## src/rtl/vseq_pkg.sv

```systemverilog
package vseq_pkg;

  typedef enum logic [2:0] {
    CL_NONE, CL_VV, CL_VS, CL_PV1, CL_PV2, CL_PP, CL_LD, CL_ST
  } op_class_e;

  typedef enum logic [1:0] {S_IDLE, S_EXEC, S_DONE} seq_state_e;

  function automatic op_class_e classify(input logic [7:0] op);
    case (op)
      8'h00: return CL_LD;
      8'h01: return CL_ST;
      8'h02, 8'h03, 8'h04, 8'h07, 8'h08,
      8'h09, 8'h0A, 8'h0B, 8'h10: return CL_VV;
      8'h05, 8'h06, 8'h15, 8'h16: return CL_VS;
      8'h0C, 8'h0D, 8'h0E: return CL_PV1;
      8'h0F, 8'h18, 8'h19, 8'h1A: return CL_PV2;
      8'h14, 8'h17: return CL_PP;
      default: return CL_NONE;
    endcase
  endfunction

endpackage

```

## src/rtl/vseq_decode.sv

```systemverilog
module vseq_decode
  import vseq_pkg::*;
#(
  parameter int NUM_VREG = 6,
  parameter int NUM_SREG = 6,
  parameter int NUM_PREG = 6,
  parameter int ELEMS    = 32,
  parameter int REG_W    = 3,
  parameter int ELEM_W   = 5
) (
  input  logic [31:0]       word,
  output op_class_e         cls,
  output logic              legal,
  output logic [7:0]        opcode,
  output logic [REG_W-1:0]  dst,
  output logic [REG_W-1:0]  src1,
  output logic [REG_W-1:0]  src2,
  output logic [ELEM_W-1:0] elem
);
  localparam logic [7:0] NV8 = 8'(NUM_VREG);
  localparam logic [7:0] NS8 = 8'(NUM_SREG);
  localparam logic [7:0] NP8 = 8'(NUM_PREG);
  localparam logic [7:0] NE8 = 8'(ELEMS);

  logic [7:0] f1, f2, f3;

  assign opcode = word[7:0];
  assign f1     = word[15:8];
  assign f2     = word[23:16];
  assign f3     = word[31:24];
  assign dst    = f1[REG_W-1:0];
  assign src1   = f2[REG_W-1:0];
  assign src2   = f3[REG_W-1:0];
  assign elem   = f2[ELEM_W-1:0];

  always_comb begin
    cls = classify(opcode);
    case (cls)
      CL_VV:        legal = (f1 < NV8) && (f2 < NV8) && (f3 < NV8);
      CL_VS:        legal = (f1 < NV8) && (f2 < NV8) && (f3 < NS8);
      CL_PV1:       legal = (f1 < NP8) && (f2 < NV8);
      CL_PV2:       legal = (f1 < NP8) && (f2 < NV8) && (f3 < NV8);
      CL_PP:        legal = (f1 < NP8) && (f2 < NP8) && (f3 < NP8);
      CL_LD, CL_ST: legal = (f1 < NV8) && (f2 < NE8);
      default:      legal = 1'b0;
    endcase
  end
endmodule

```

## src/rtl/vseq_issue.sv

```systemverilog
module vseq_issue
  import vseq_pkg::*;
#(
  parameter int ELEMS  = 32,
  parameter int REG_W  = 3,
  parameter int ELEM_W = 5
) (
  input  logic              clk,
  input  logic              rst,
  input  logic              instr_valid,
  input  logic              legal,
  input  op_class_e         cls,
  input  logic [7:0]        opcode,
  input  logic [REG_W-1:0]  dst,
  input  logic [REG_W-1:0]  src1,
  input  logic [REG_W-1:0]  src2,
  input  logic [ELEM_W-1:0] elem,
  input  logic              wb_last,
  output logic              instr_ready,
  output logic              rd_valid,
  output logic [ELEM_W-1:0] rd_elem,
  output logic [REG_W-1:0]  rd_reg1,
  output logic [REG_W-1:0]  rd_reg2,
  output logic              rd_src_pred,
  output logic [7:0]        lane_op,
  output logic              lane_scalar,
  output logic              srf_rd_en,
  output logic [REG_W-1:0]  srf_rd_reg,
  output logic              rd_last,
  output logic [REG_W-1:0]  rd_dst,
  output logic              rd_wr_vec,
  output logic              rd_wr_pred,
  output logic              done
);
  localparam logic [ELEM_W-1:0] LAST_ELEM = ELEM_W'(ELEMS - 1);

  seq_state_e        state;
  op_class_e         q_cls;
  logic [7:0]        q_op;
  logic [REG_W-1:0]  q_dst, q_s1, q_s2;
  logic [ELEM_W-1:0] cnt;
  logic              single, last, two_src;

  assign instr_ready = (state == S_IDLE);
  assign single      = (q_cls == CL_LD) || (q_cls == CL_ST);
  assign last        = single || (cnt == LAST_ELEM);
  assign two_src     = (q_cls == CL_VV) || (q_cls == CL_PV2) || (q_cls == CL_PP);

  always_ff @(posedge clk) begin
    if (rst) begin
      state       <= S_IDLE;
      q_cls       <= CL_NONE;
      q_op        <= '0;
      q_dst       <= '0;
      q_s1        <= '0;
      q_s2        <= '0;
      cnt         <= '0;
      rd_valid    <= 1'b0;
      rd_elem     <= '0;
      rd_reg1     <= '0;
      rd_reg2     <= '0;
      rd_src_pred <= 1'b0;
      lane_op     <= '0;
      lane_scalar <= 1'b0;
      srf_rd_en   <= 1'b0;
      srf_rd_reg  <= '0;
      rd_last     <= 1'b0;
      rd_dst      <= '0;
      rd_wr_vec   <= 1'b0;
      rd_wr_pred  <= 1'b0;
      done        <= 1'b0;
    end else begin
      done      <= 1'b0;
      srf_rd_en <= 1'b0;
      case (state)
        S_IDLE: begin
          rd_valid <= 1'b0;
          if (instr_valid && legal) begin
            q_cls <= cls;
            q_op  <= opcode;
            q_dst <= dst;
            q_s1  <= src1;
            q_s2  <= src2;
            cnt   <= (cls == CL_LD || cls == CL_ST) ? elem : '0;
            state <= S_EXEC;
          end
        end
        S_EXEC: begin
          rd_valid    <= 1'b1;
          rd_elem     <= cnt;
          rd_reg1     <= single ? q_dst : q_s1;
          rd_reg2     <= two_src ? q_s2 : '0;
          rd_src_pred <= (q_cls == CL_PP);
          lane_op     <= q_op;
          lane_scalar <= (q_cls == CL_VS);
          srf_rd_en   <= (q_cls == CL_VS) && (cnt == '0);
          srf_rd_reg  <= q_s2;
          rd_last     <= last;
          rd_dst      <= q_dst;
          rd_wr_vec   <= (q_cls == CL_VV) || (q_cls == CL_VS) || (q_cls == CL_LD);
          rd_wr_pred  <= (q_cls == CL_PV1) || (q_cls == CL_PV2) || (q_cls == CL_PP);
          if (last) state <= S_DONE;
          else      cnt   <= cnt + 1'b1;
        end
        default: begin
          rd_valid <= 1'b0;
          if (wb_last) begin
            state <= S_IDLE;
            done  <= 1'b1;
          end
        end
      endcase
    end
  end
endmodule

```

## src/rtl/vseq_wb.sv

```systemverilog
module vseq_wb #(
  parameter int REG_W  = 3,
  parameter int ELEM_W = 5
) (
  input  logic              clk,
  input  logic              rst,
  input  logic              rd_valid,
  input  logic              rd_last,
  input  logic              rd_wr_vec,
  input  logic              rd_wr_pred,
  input  logic [REG_W-1:0]  rd_dst,
  input  logic [ELEM_W-1:0] rd_elem,
  output logic              vrf_we,
  output logic [REG_W-1:0]  vrf_wr_reg,
  output logic [ELEM_W-1:0] vrf_wr_elem,
  output logic              prf_we,
  output logic [REG_W-1:0]  prf_wr_reg,
  output logic [ELEM_W-1:0] prf_wr_elem,
  output logic              wb_last
);
  always_ff @(posedge clk) begin
    if (rst) begin
      vrf_we      <= 1'b0;
      prf_we      <= 1'b0;
      wb_last     <= 1'b0;
      vrf_wr_reg  <= '0;
      vrf_wr_elem <= '0;
      prf_wr_reg  <= '0;
      prf_wr_elem <= '0;
    end else begin
      vrf_we      <= rd_valid && rd_wr_vec;
      prf_we      <= rd_valid && rd_wr_pred;
      wb_last     <= rd_valid && rd_last;
      vrf_wr_reg  <= rd_dst;
      vrf_wr_elem <= rd_elem;
      prf_wr_reg  <= rd_dst;
      prf_wr_elem <= rd_elem;
    end
  end
endmodule

```

## src/rtl/vec_sequencer.sv

```systemverilog
module vec_sequencer
  import vseq_pkg::*;
#(
  parameter int NUM_VREG = 6,
  parameter int NUM_SREG = 6,
  parameter int NUM_PREG = 6,
  parameter int ELEMS    = 32,
  parameter int REG_W    = 3,
  parameter int ELEM_W   = $clog2(ELEMS)
) (
  input  logic              clk,
  input  logic              rst,
  input  logic              instr_valid,
  input  logic [31:0]       instr_word,
  output logic              instr_ready,
  output logic              rd_valid,
  output logic [ELEM_W-1:0] rd_elem,
  output logic [REG_W-1:0]  rd_reg1,
  output logic [REG_W-1:0]  rd_reg2,
  output logic              rd_src_pred,
  output logic [7:0]        lane_op,
  output logic              lane_scalar,
  output logic              srf_rd_en,
  output logic [REG_W-1:0]  srf_rd_reg,
  output logic              vrf_we,
  output logic [REG_W-1:0]  vrf_wr_reg,
  output logic [ELEM_W-1:0] vrf_wr_elem,
  output logic              prf_we,
  output logic [REG_W-1:0]  prf_wr_reg,
  output logic [ELEM_W-1:0] prf_wr_elem,
  output logic              done
);
  op_class_e         d_cls;
  logic              d_legal;
  logic [7:0]        d_op;
  logic [REG_W-1:0]  d_dst, d_s1, d_s2;
  logic [ELEM_W-1:0] d_elem;
  logic              rd_last, rd_wr_vec, rd_wr_pred, wb_last;
  logic [REG_W-1:0]  rd_dst;

  vseq_decode #(
    .NUM_VREG(NUM_VREG), .NUM_SREG(NUM_SREG), .NUM_PREG(NUM_PREG),
    .ELEMS(ELEMS), .REG_W(REG_W), .ELEM_W(ELEM_W)
  ) u_decode (
    .word(instr_word), .cls(d_cls), .legal(d_legal), .opcode(d_op),
    .dst(d_dst), .src1(d_s1), .src2(d_s2), .elem(d_elem)
  );

  vseq_issue #(.ELEMS(ELEMS), .REG_W(REG_W), .ELEM_W(ELEM_W)) u_issue (
    .clk(clk), .rst(rst), .instr_valid(instr_valid), .legal(d_legal),
    .cls(d_cls), .opcode(d_op), .dst(d_dst), .src1(d_s1), .src2(d_s2),
    .elem(d_elem), .wb_last(wb_last), .instr_ready(instr_ready),
    .rd_valid(rd_valid), .rd_elem(rd_elem), .rd_reg1(rd_reg1),
    .rd_reg2(rd_reg2), .rd_src_pred(rd_src_pred), .lane_op(lane_op),
    .lane_scalar(lane_scalar), .srf_rd_en(srf_rd_en),
    .srf_rd_reg(srf_rd_reg), .rd_last(rd_last), .rd_dst(rd_dst),
    .rd_wr_vec(rd_wr_vec), .rd_wr_pred(rd_wr_pred), .done(done)
  );

  vseq_wb #(.REG_W(REG_W), .ELEM_W(ELEM_W)) u_wb (
    .clk(clk), .rst(rst), .rd_valid(rd_valid), .rd_last(rd_last),
    .rd_wr_vec(rd_wr_vec), .rd_wr_pred(rd_wr_pred), .rd_dst(rd_dst),
    .rd_elem(rd_elem), .vrf_we(vrf_we), .vrf_wr_reg(vrf_wr_reg),
    .vrf_wr_elem(vrf_wr_elem), .prf_we(prf_we), .prf_wr_reg(prf_wr_reg),
    .prf_wr_elem(prf_wr_elem), .wb_last(wb_last)
  );
endmodule

```

## config.mk

```make
export PLATFORM = sky130hd
export DESIGN_NAME = vec_sequencer
export DESIGN_NICKNAME = d
export VERILOG_FILES = /design/src/rtl/vseq_pkg.sv /design/src/rtl/vseq_decode.sv /design/src/rtl/vseq_issue.sv /design/src/rtl/vseq_wb.sv /design/src/rtl/vec_sequencer.sv
export SDC_FILE = /design/constraint.sdc
export NUM_CORES = 1
export LEC_CHECK = 0
export BUFFER_PORTS_ARGS = -buffer_cell sky130_fd_sc_hd__buf_2
export CORE_MARGIN = 5
export CORE_UTILIZATION = 50
export DETAILED_ROUTE_END_ITERATION = 16
export PLACE_DENSITY = 0.75
export REMOVE_ABC_BUFFERS = 1
export SETUP_SLACK_MARGIN = 0.02
export SYNTH_ARGS = -nofsm -noshare
export SYNTH_HDL_FRONTEND = slang
export SYNTH_SLANG_ARGS = --single-unit
```

## constraint.sdc

```tcl
create_clock -name clk -period 3.05 [get_ports clk]
set_input_delay 0.1525 -clock clk [delete_from_list [all_inputs] [get_ports clk]]
set_output_delay 0.1525 -clock clk [all_outputs]
set_load 0.05 [all_outputs]
```

==> metrics.yaml <==
status: "finished, final reports clean"
synth.area.top_cells: "dfxtp_1 47%, mux2i_1 5.3%, nand2_1 4.7%"
syn_area_mm2: 0.00301
clk_latency_ps: 340
drt_iter0_markers: 105
post-cts-setup-buffers: 0
slowest_stage: "or4_1"
htree_levels: 3
ctsLongestPathBuffers: 2
hold_path_class: "primary input to register"
io_pins: 81
crit_path_cell_trace: "or4_1 -> a21oi_1 -> nand4_1 -> a311oi_4 -> buf_4 -> mux2_1 -> nor2_1"
synth_edf_count: 0
crit_type: "register to register"
r2r_slack_ps: 700
port_buffers: 80
grt_usage_pct: 18.8
drt-total-wl_um: 6820
wl_per_cell_um: 14.4
async_flop_share_pct: 0
drive_gt1_share_pct: 27.3
vias_per_cell: 5.25
finalHoldViolCount: 0
yosys_register_bits: 71
maxCapViolCount: 0
drtPass1Iterations: 4
dp_hpwl_um: 4950
tightest_slew_ps: 689
num_rows: 28
grt.overflow.total: 0
p_leak_nw: 1.50
fin_nets: 437
setup_viol: 0
placed_area_mm2: 0.00336
cts.sinks: 71
synth_top_flop_cell: "dfxtp_1"
die-area_mm2: 0.00766
coreArea_mm2: 0.00589
synthDistinctLibCells: 54
ir_drop_mv: 0.308
critical_path.top_delay_family: "simple AND/OR/NAND/NOR gates"
startpoint_type: "register"
ys.warnings.count: 0
start_util_pct: 51.1
antenna_found_initial: 0
synthDominantCellAreaShare_pct: 47.3
setup.worst_path.end_class: "register"
crit_buf_inv: 1
diodes: 0
postSynthCellCount: 328
p_per_area_mw_per_mm2: 480
critical_path_arrival_ps: 2630
period_needed_ps: 2350
grt_max_degree: 33
area_growth_syn_to_layout_pct: 17.7
grt_pass1_wl_um: 11300
grt_pass1_vias: 2393
critPathMaxStageDelay_ps: 540
rsz0062_at_grt: "false"
fp.dieH_um: 87.5
synth_top_area_cell: "dfxtp_1"
cp.required_ps: 3330
clk_pin_slew_ps: 70
slew_viol_final: 0
timing.setup.tns_ps: 0
critPathMaxFanout: 20
max_freq_mhz: 426
cts_resized: 0
fin_area_mm2: 0.00354
synth-seq-area-share_pct: 47.3
die_w_um: 87.5
drc: 0
ant_nets: 0
syn_area_per_cell_um2: 9.16
slew_headroom_pct: 53.9
finalWeightedCongestion: 0.908
fin_crit_sh_pct: 77.0
num_vias: 2488
cts_tree: "built"
reg_top3: "u_issue.lane_op (8), u_issue.q_op (8)"
fin_worst_skew_ps: 7.64
clock-root-buffer: "clkbuf_8"
numCtsBuffers: 9
ctsHoldBuffers: 0
## cells in the final DEF, fill, tap and decap left out, types with 3 or more instances in the layout
master,instances
a22oi_1,3
dfxtp_1,71
and3_1,5
a311oi_1,4
nor2b_1,8
o22ai_1,3
and2_1,3
nand2_1,38
mux2i_1,16
nor3_1,3
nor4_1,3
nand3_1,6
o211ai_1,4
inv_1,10
clkbuf_8,9
or3_1,3
nor2_1,38
o21ai_0,6
nand2b_1,4
ha_1,7
buf_2,80
buf_4,5
o41ai_1,3
a21oi_1,24
## per-stage QoR
step	utilization, %	instances	power (mW)	hold slack, ps	setup slack (ps)
after floorplan	-	299	0.976	222	296
final	60.1	474	1.70	48.5	700
after global routing	60.1	474	1.76	59.9	535
after global placement	57.1	459	1.02	394	576
after CTS	60.1	474	1.71	42.8	680
after detailed placement	57.1	459	1.03	402	488
## layout make-up
cell class | instances | area [µm²]
fillers | 557 | 2350
flip-flops and latches | 71 | 1420
multi-input cells | 218 | 1370
repair buffers | 85 | 438
clock buffers | 11 | 131
well taps | 75 | 93.8
clock inverters | 4 | 47.5
inverters | 10 | 37.5
## cell families after synthesis
| family | count (synthesis) | synth area share (%) |
|---|---|---|
| adders and majority gates | 7 | 2.91 |
| xor gates and xnor gates | 2 | 0.583 |
| AOI/OAI and AO/OA | 66 | 15.6 |
| buffers and inverters | 39 | 7.24 |
| DFF | 71 | 47.3 |
| muxes | 18 | 6.20 |
| and+or+nand+nor | 125 | 20.2 |
## synthesized netlist by cell type, types with 2 or more instances
cell type   n
o211ai_1    4
clkbuf_1   12
and2_1      3
nand2b_1    4
a311oi_1    4
nor3_1      3
dfxtp_1    71
a31oi_1     2
o2bb2a_1    2
o21ai_1     2
nand2_1    38
o22ai_1     3
a2bb2oi_1   2
o21ai_0     6
nor2b_1     9
a22oi_1     3
nand3_1     6
buf_4      10
o22a_1      2
xnor2_1     2
buf_6       4
nor2_1     38
ha_1        7
o41ai_1     3
nor4_1      3
a21oi_1    24
inv_1      10
mux2i_1    16
or3_1       3
and3_1      5
nor3b_1     2
buf_1       2
o311a_1     2
## per-layer routing
metal	global-route usage, %	routed length [µm]	vias to the layer above
met1	24.5	3050	1137
li1	-	-	1270
met2	30.0	3200	70
met5	0	0	-
met3	5.74	474	11
met4	6.14	89	0
## tightest hold or removal path, stage by stage
cell,delay [ps]
buf_2,80
mux2i_1,50
nor2_1,70
## power by group
| group | switching [mW] | total [mW] | internal (mW) |
|---|---|---|---|
| Clock | 0.321 | 0.692 | 0.371 |
| Sequential | 0.000000728 | 0.927 | 0.927 |
| Combinational | 0.0462 | 0.0784 | 0.0322 |
| Total | 0.367 | 1.70 | 1.33 |
## path summary, 6_finish.rpt
check / end / depth (start not counted) / startpoint
worst max register to register: u_issue.q_cls[0] / 7 / u_issue.state[1]
worst max-delay path: u_issue.q_cls[0] / 7 / u_issue.state[1]
worst min-delay path: u_issue.q_s2[0] / 3 / instr_word[24]
worst min register to register: u_issue.lane_op[7] / 2 / u_issue.q_op[7]
(Power assumes the default switching activity.)
